===== config.mk =====
export PLATFORM = sky130hd
export DESIGN_NAME = barrel_shift_unit
export DESIGN_NICKNAME = d
export VERILOG_FILES = /design/src/rtl/bsu_pkg.sv /design/src/rtl/bsu_decode.sv /design/src/rtl/bsu_prep.sv /design/src/rtl/bsu_core.sv /design/src/rtl/barrel_shift_unit.sv
export SDC_FILE = /design/constraint.sdc
export NUM_CORES = 1
export LEC_CHECK = 0
export ABC_CLOCK_PERIOD_IN_PS = 2900
export BUFFER_PORTS_ARGS = -buffer_cell sky130_fd_sc_hd__buf_2
export CELL_PAD_IN_SITES_DETAIL_PLACEMENT = 1
export CELL_PAD_IN_SITES_GLOBAL_PLACEMENT = 2
export CORE_UTILIZATION = 35
export CTS_BUF_LIST = sky130_fd_sc_hd__clkbuf_16
export DETAILED_ROUTE_END_ITERATION = 12
export MAX_ROUTING_LAYER = met4
export PLACE_DENSITY = 0.95
export SETUP_SLACK_MARGIN = 0.5
export SYNTH_ARGS = -nofsm -noshare
export SYNTH_HDL_FRONTEND = slang
export SYNTH_SLANG_ARGS = --single-unit

===== constraint.sdc =====
create_clock -name clk_i -period 2.9 [get_ports clk_i]
set_clock_uncertainty 0.1 [all_clocks]
set_input_delay 0.29 -clock clk_i [delete_from_list [all_inputs] [get_ports clk_i]]
set_output_delay 0.29 -clock clk_i [all_outputs]
set_load 0.05 [all_outputs]

===== src/rtl/bsu_pkg.sv =====
package bsu_pkg;
  localparam int unsigned DW  = 64;
  localparam int unsigned AW  = $clog2(DW);
  localparam int unsigned WW  = DW / 2;

  typedef enum logic [3:0] {
    OP_SLL_WI = 4'd0,
    OP_SRL_WI = 4'd1,
    OP_SRA_WI = 4'd2,
    OP_SLL_WV = 4'd3,
    OP_SRL_WV = 4'd4,
    OP_SRA_WV = 4'd5,
    OP_SLL_DV = 4'd6,
    OP_SRL_DV = 4'd7,
    OP_SRA_DV = 4'd8,
    OP_SLL_DI = 4'd9,
    OP_SRL_DI = 4'd10,
    OP_SRA_DI = 4'd11,
    OP_SLL_DH = 4'd12,
    OP_SRL_DH = 4'd13,
    OP_SRA_DH = 4'd14,
    OP_NONE   = 4'd15
  } shop_e;

  typedef struct packed {
    logic          legal;
    logic          left;
    logic          arith;
    logic          word;
    logic [AW-1:0] amt;
  } shctl_t;
endpackage


===== src/rtl/bsu_decode.sv =====
module bsu_decode
  import bsu_pkg::*;
(
  input  logic [3:0]    op_i,
  input  logic [AW-2:0] imm_i,
  input  logic [AW-1:0] src_amt_i,
  output shctl_t        ctl_o
);
  shop_e op;
  assign op = shop_e'(op_i);

  logic [AW-1:0] amt_wv, amt_dv, amt_di, amt_dh;
  assign amt_wv = {1'b0, src_amt_i[AW-2:0]};  // word: low 5 bits only
  assign amt_dv = src_amt_i;
  assign amt_di = {1'b0, imm_i};
  assign amt_dh = {1'b1, imm_i};              // +32

  always_comb begin
    ctl_o = '0;
    ctl_o.legal = 1'b1;
    unique case (op)
      OP_SLL_WI: begin ctl_o.left = 1'b1; ctl_o.word = 1'b1; ctl_o.amt = amt_di; end
      OP_SRL_WI: begin ctl_o.word = 1'b1; ctl_o.amt = amt_di; end
      OP_SRA_WI: begin ctl_o.word = 1'b1; ctl_o.arith = 1'b1; ctl_o.amt = amt_di; end
      OP_SLL_WV: begin ctl_o.left = 1'b1; ctl_o.word = 1'b1; ctl_o.amt = amt_wv; end
      OP_SRL_WV: begin ctl_o.word = 1'b1; ctl_o.amt = amt_wv; end
      OP_SRA_WV: begin ctl_o.word = 1'b1; ctl_o.arith = 1'b1; ctl_o.amt = amt_wv; end
      OP_SLL_DV: begin ctl_o.left = 1'b1; ctl_o.amt = amt_dv; end
      OP_SRL_DV: begin ctl_o.amt = amt_dv; end
      OP_SRA_DV: begin ctl_o.arith = 1'b1; ctl_o.amt = amt_dv; end
      OP_SLL_DI: begin ctl_o.left = 1'b1; ctl_o.amt = amt_di; end
      OP_SRL_DI: begin ctl_o.amt = amt_di; end
      OP_SRA_DI: begin ctl_o.arith = 1'b1; ctl_o.amt = amt_di; end
      OP_SLL_DH: begin ctl_o.left = 1'b1; ctl_o.amt = amt_dh; end
      OP_SRL_DH: begin ctl_o.amt = amt_dh; end
      OP_SRA_DH: begin ctl_o.arith = 1'b1; ctl_o.amt = amt_dh; end
      default:   ctl_o.legal = 1'b0;
    endcase
  end

  always_comb begin
    if (ctl_o.word) assert (!ctl_o.amt[AW-1]) else $error("AST_WORD_AMT_RANGE");
  end
endmodule


===== src/rtl/bsu_prep.sv =====
module bsu_prep
  import bsu_pkg::*;
(
  input  logic [DW-1:0] operand_i,
  input  shctl_t        ctl_i,
  output logic [DW-1:0] core_o,
  output logic          fill_o
);
  logic          sign_bit;
  logic          fill_r;
  logic [DW-1:0] widened;
  logic [DW-1:0] flipped;

  assign sign_bit = ctl_i.word ? operand_i[WW-1] : operand_i[DW-1];
  assign fill_r   = ctl_i.arith & sign_bit;
  // word forms: upper half replaced by fill so right shifts pull in the right bits
  assign widened  = ctl_i.word ? {{WW{fill_r}}, operand_i[WW-1:0]} : operand_i;

  for (genvar i = 0; i < DW; i++) begin : g_rev
    assign flipped[i] = widened[DW-1-i];
  end

  assign core_o = ctl_i.left ? flipped : widened;
  assign fill_o = ctl_i.left ? 1'b0 : fill_r;
endmodule


===== src/rtl/bsu_core.sv =====
module bsu_core
  import bsu_pkg::*;
(
  input  logic [DW-1:0] data_i,
  input  logic [AW-1:0] amt_i,
  input  logic          fill_i,
  output logic [DW-1:0] data_o
);
  logic [DW-1:0] lvl [AW+1];

  assign lvl[0] = data_i;

  for (genvar s = 0; s < AW; s++) begin : g_stage
    localparam int unsigned D = 1 << s;
    assign lvl[s+1] = amt_i[s] ? {{D{fill_i}}, lvl[s][DW-1:D]} : lvl[s];
  end

  assign data_o = lvl[AW];

  always_comb begin
    if (amt_i == '0) assert (data_o == data_i) else $error("AST_ZERO_AMT_PASS");
  end
endmodule


===== src/rtl/barrel_shift_unit.sv =====
module barrel_shift_unit
  import bsu_pkg::*;
#(
  parameter bit REG_OUT = 1'b1
) (
  input  logic          clk_i,
  input  logic          rst_ni,
  input  logic          valid_i,
  input  logic [3:0]    op_i,
  input  logic [DW-1:0] operand_i,
  input  logic [AW-2:0] imm_i,
  input  logic [DW-1:0] src_i,
  output logic [DW-1:0] result_o,
  output logic          valid_o
);
  shctl_t        ctl;
  logic [DW-1:0] core_in, core_out, unflip, shaped, res_d;
  logic          fill;
  logic          src_unused;

  assign src_unused = ^src_i[DW-1:AW];

  bsu_decode u_decode (
    .op_i      (op_i),
    .imm_i     (imm_i),
    .src_amt_i (src_i[AW-1:0]),
    .ctl_o     (ctl)
  );

  bsu_prep u_prep (
    .operand_i (operand_i),
    .ctl_i     (ctl),
    .core_o    (core_in),
    .fill_o    (fill)
  );

  bsu_core u_core (
    .data_i (core_in),
    .amt_i  (ctl.amt),
    .fill_i (fill),
    .data_o (core_out)
  );

  for (genvar i = 0; i < DW; i++) begin : g_unrev
    assign unflip[i] = ctl.left ? core_out[DW-1-i] : core_out[i];
  end

  assign shaped = ctl.word ? {{WW{unflip[WW-1]}}, unflip[WW-1:0]} : unflip;
  assign res_d  = ctl.legal ? shaped : '0;

  if (REG_OUT) begin : g_reg
    always_ff @(posedge clk_i or negedge rst_ni) begin
      if (!rst_ni) begin
        result_o <= '0;
        valid_o  <= 1'b0;
      end else begin
        valid_o <= valid_i;
        if (valid_i) result_o <= res_d;
      end
    end

    AST_VALID_FOLLOWS: assert property (@(posedge clk_i) disable iff (!rst_ni)
      valid_i |=> valid_o);
    AST_HOLD_IDLE: assert property (@(posedge clk_i) disable iff (!rst_ni)
      !valid_i |=> $stable(result_o) && !valid_o);
  end else begin : g_comb
    assign result_o = res_d;
    assign valid_o  = valid_i;
  end

  AST_WORD_SRL_TOP: assert property (@(posedge clk_i) disable iff (!rst_ni)
    (op_i == OP_SRL_WV && src_i[AW-2:0] != '0) |-> res_d[WW-1] == 1'b0);
  AST_WORD_SRA_SIGN: assert property (@(posedge clk_i) disable iff (!rst_ni)
    (op_i == OP_SRA_WV) |-> res_d[DW-1] == operand_i[WW-1]);
  AST_DWORD_SRA_SIGN: assert property (@(posedge clk_i) disable iff (!rst_ni)
    (op_i == OP_SRA_DV || op_i == OP_SRA_DH) |-> res_d[DW-1] == operand_i[DW-1]);
  AST_DWORD_SRL_ZERO: assert property (@(posedge clk_i) disable iff (!rst_ni)
    (op_i == OP_SRL_DH) |-> res_d[DW-1:WW] == '0);
  AST_LEFT_LSB_ZERO: assert property (@(posedge clk_i) disable iff (!rst_ni)
    (op_i == OP_SLL_DV && src_i[AW-1:0] != '0) |-> res_d[0] == 1'b0);
  AST_NOP_ZERO: assert property (@(posedge clk_i) disable iff (!rst_ni)
    (op_i == OP_SLL_WI && imm_i == '0 && operand_i == '0) |-> res_d == '0);
  AST_UNUSED_CODE: assert property (@(posedge clk_i) disable iff (!rst_ni)
    (op_i == OP_NONE) |-> res_d == '0);
endmodule


==> out/results.ini, run 1 <==
[placement]
dp_slack_ps=-1231
gp_congestion=1.293
dpl.hpwl_um=62600
port_buffers=146

[synthesis]
synth_area_leaders=dfrtp_1 (14%), mux2i_1 (6.5%), nor2_1 (5.9%)
async_reset_ff_share_pct=100.0
netlist_instances=1642
ys_seq_elements=65
synthFlopType=dfrtp_1
synth_top_area_share_pct=14.18
synth.most_common_cell=nor2_1
synthTopCellsByCount=nor2_1 (180), nand2_1 (177), a21oi_1 (123), o21ai_0 (119)
yosys.cell_types.count=101
yosys.area.top_type=dfrtp_1
netlist_area_um2=11470
synth_edf_count=0
syn_nets=1782
syn_avg_cell_area_um2=6.987
ys_seq_area_share_pct=14.18
ys_warn_count=0

[status]
error=[ERROR GRT-0116] Global routing finished with congestion. Check the congestion regions in the DRC Viewer.
status=did not finish
haltStage=5_1_grt

[global_routing]
grt_pass1_vias=24890
grt_pass1_wl_um=180300
grt-ovfl-total=6
track_usage_pct=76.58
grt_max_degree=75

[floorplanning]
ios=205
start_util_pct=35.99
die-width_um=183.0
dieHeight_um=183.0
fp-row-count=65

[cts]
clk_path_buf_depth=2
ctsHoldBuffers=0
htree_num_levels=3
numCtsBuffers=9
cts.sinks=65
clockRootBuffer=clkbuf_16

[metrics by stage]
stage	hold slack, ps	std cells	instance area, um^2	util [%]	TNS [ps]
after floorplan	-105.6	1642	11750	-	-10320
after global placement	362.3	2599	16650	52.24	-54210
after detailed placement	367.6	2599	16650	52.24	-67200
after CTS	59.52	2681	19000	59.61	-27270
[layer usage]
| metal | track usage, % | GRT overflow |
|---|---|---|
| met1 | 75.75 | 0 |
| met2 | 89.25 | 3 |
| met3 | 64.50 | 0 |
| met4 | 71.33 | 3 |
| met5 | - | - |
[kinds of logic after synthesis]
logic type      Yosys count  synth area share (%)
compound gates          691                 44.00
simple gates            607                 24.43
buf+inv                 182                 8.409
mux                      93                 8.452
flops                    65                 14.18
xor+xnor                  4                0.5345
[repair_timing]
action / CTS
setup buffers: 63
pin swaps: 83
resized for setup: 301
cloned: 3
endpoints found under the setup margin: 64
==> run 2: changes to the inputs <==
--- a/config.mk
+++ b/config.mk
@@ -7,14 +7,9 @@
 export LEC_CHECK = 0
 export ABC_CLOCK_PERIOD_IN_PS = 2900
 export BUFFER_PORTS_ARGS = -buffer_cell sky130_fd_sc_hd__buf_2
-export CELL_PAD_IN_SITES_DETAIL_PLACEMENT = 1
-export CELL_PAD_IN_SITES_GLOBAL_PLACEMENT = 2
-export CORE_UTILIZATION = 35
-export CTS_BUF_LIST = sky130_fd_sc_hd__clkbuf_16
+export CORE_UTILIZATION = 31
 export DETAILED_ROUTE_END_ITERATION = 12
-export MAX_ROUTING_LAYER = met4
-export PLACE_DENSITY = 0.95
-export SETUP_SLACK_MARGIN = 0.5
+export PLACE_DENSITY_LB_ADDON = 0.15
 export SYNTH_ARGS = -nofsm -noshare
 export SYNTH_HDL_FRONTEND = slang
 export SYNTH_SLANG_ARGS = --single-unit
==> out/results.ini, run 2 <==
[worst_setup_path]
reg2reg_slack_ps=1580
worstPathArrival_ps=3540
cp-end-kind=flip-flop
reg2reg_from=result_o[56]
ff2ff_path_depth=4
crit_required_ps=3000
r2r-end=result_o[56]
path_max_fanout=29
cp-start-kind=input pin
critPathKind=input pin to flip-flop

[power_and_ir_drop]
power.density_nw_per_um2=556.4
leakagePower_nw=8.804
vdd_drop_max_mv=0.5092

[layout]
top_register=result_o
fin_nets=2455
final_cell_mix=buf_4 (578), nand2_1 (163), nor2_1 (154), buf_2 (142), a21oi_1 (81)
top_regs=result_o (64), valid_o (1)
insertedDiodeCount=0
drive_gt1_share_pct=52.20
area_delta_synth_final_pct=80.35
mostFrequentLayoutCell=buf_4
largest_reg_flops=64

[sta]
final_max_slew_viol_count=0
rsz0062_at_grt=yes
finalCritPeriodShare_pct=118.5
tightestPinTransition_ps=732.5
fmax_ghz=0.2909
fin_crit_ps=3438
slew_headroom_pct=51.17
fin_ws_ps=-537.7
finalHoldViolCount=0
finalSetupTns_ps=-26250
hold_ws_ps=156.3
setup_violations=64

[floorplanning]
die-width_um=194.4
fp-row-count=70
start_util_pct=31.41
dieHeight_um=194.4
coreArea_um2=36520
die_area_um2=37780
ios=205

[synthesis]
async_reset_ff_share_pct=100.0
synth_top_area_share_pct=14.18
synth.most_common_cell=nor2_1
ys_seq_area_share_pct=14.18
synthFlopType=dfrtp_1
synth_edf_count=0
ys_warn_count=0
netlist_instances=1642
syn_nets=1782
ys_seq_elements=65
yosys.cell_types.count=101
netlist_area_um2=11470
syn_avg_cell_area_um2=6.987
synth_area_leaders=dfrtp_1 (14%), mux2i_1 (6.5%), nor2_1 (5.9%)
yosys.area.top_type=dfrtp_1
synthTopCellsByCount=nor2_1 (180), nand2_1 (177), a21oi_1 (123), o21ai_0 (119)

[cts]
numCtsBuffers=9
path_clk_slew_ps=60
cts.sinks=65
clk_path_buf_depth=2
cts_tree=built
clockRootBuffer=clkbuf_16
htree_num_levels=3
clkLatencyLatePin_ps=340

[min_path]
min_path_type=input pin to flip-flop
min_from=valid_i
holdPathStages=1
holdPathEnd=valid_o

[global_routing]
grt_pass1_vias=17160
grt_max_degree=66
antenna_found_initial=0
track_usage_pct=40.64
grt_pass1_wl_um=114600
grt-ovfl-total=0

[placement]
dpl.hpwl_um=61980
port_buffers=146
dp_slack_ps=-1228
gp_congestion=1.011

[routing]
viasPerCell=6.367
wl_um=78890
dr.pass1.iters=5
wl_per_cell_um=28.30
drc=0
first_iter_violations=2018
antenna_left=0
vias=17750

[status]
violations=negative setup slack
status=finished, violations left

[job]
maxCapViolCount=0

-- run 2: cell counts after synthesis --
No cell type changed its count.
-- run 2: worst max path at each step --
| stage | start | endpoint | slack (ps) | depth (start not counted) |
|---|---|---|---|---|
| final | op_i[0] | result_o[56] | -540 | 17 |
| after global routing | op_i[0] | result_o[6] | -600 | 15 |
| after CTS | op_i[0] | result_o[27] | -430 | 15 |
| after detailed placement | op_i[3] | result_o[62] | -1230 | 15 |
| after global placement | op_i[3] | result_o[62] | -1260 | 15 |
| after floorplan | op_i[0] | result_o[55] | -270 | 15 |
-- run 2: what timing repair did --
action                                  in CTS  in global routing
pin swaps                                   82                 58
setup buffers                               62                 20
gates resized for setup                    358                128
cloned                                      12                  0
hold buffers                                 1                  0
endpoints found under the hold margin       65                  0
endpoints found under the setup margin      64                 64
-- run 2: area by class of cell --
type,count,area (um^2)
Fill cell,3429,15830
Sequential cell,65,1627
Multi-Input combinational cell,1396,11090
Timing Repair Buffer,837,7036
Clock buffer,9,225.2
Inverter,6,26.28
Clock inverter,7,101.3
Tap cell,468,585.6
-- run 2: logic make-up after synthesis --
logic type,count (synthesis),synth area share (%)
AO/OA/AOI/OAI,691,44.00
AND/OR/NAND/NOR,607,24.43
buffers and inverters,182,8.409
multiplexers,93,8.452
flip-flops,65,14.18
XOR/XNOR,4,0.5345
-- run 2: metrics by stage --
step | std cells | cell area (um^2) | util [%] | power [mW]
finish | 2788 | 20690 | 56.65 | 11.51
global route | 2788 | 20690 | 56.65 | 11.87
detailed placement | 2688 | 17180 | 47.04 | 8.558
global placement | 2688 | 17180 | 47.04 | 8.581
floorplan | 1642 | 11730 | - | 4.946
CTS | 2774 | 19970 | 54.67 | 10.93
-- run 2: critical path, stage by stage --
cell and delay [ps]:
buf_12 120, buf_12 140, or2_2 330, buf_12 180
buf_4 180, a31oi_1 160, o21ai_0 110, buf_4 170
a21oi_1 270, nor2_1 110, mux2i_1 250, a22oi_1 120
buf_4 170, a21oi_1 330, a211oi_2 120, a2111oi_0 380
a211oi_1 80
-- run 2: metal layers --
layer,routed length [um],track usage (%),part of all wire (%),vias to the layer above
li1,-,-,-,7785
met1,34590,56.54,44,8846
met2,34620,63.47,44,989
met3,7465,8.763,9.5,131
met4,2220,10.11,2.8,0
met5,0,0,0,-
-- run 2: report_power, final --
| part | internal, mW | switching [mW] |
|---|---|---|
| clock | 0.764 | 0.474 |
| sequential | 1.13 | 0.141 |
| combinational | 3.74 | 5.26 |
No activity file was read; power rests on OpenSTA's default activity.
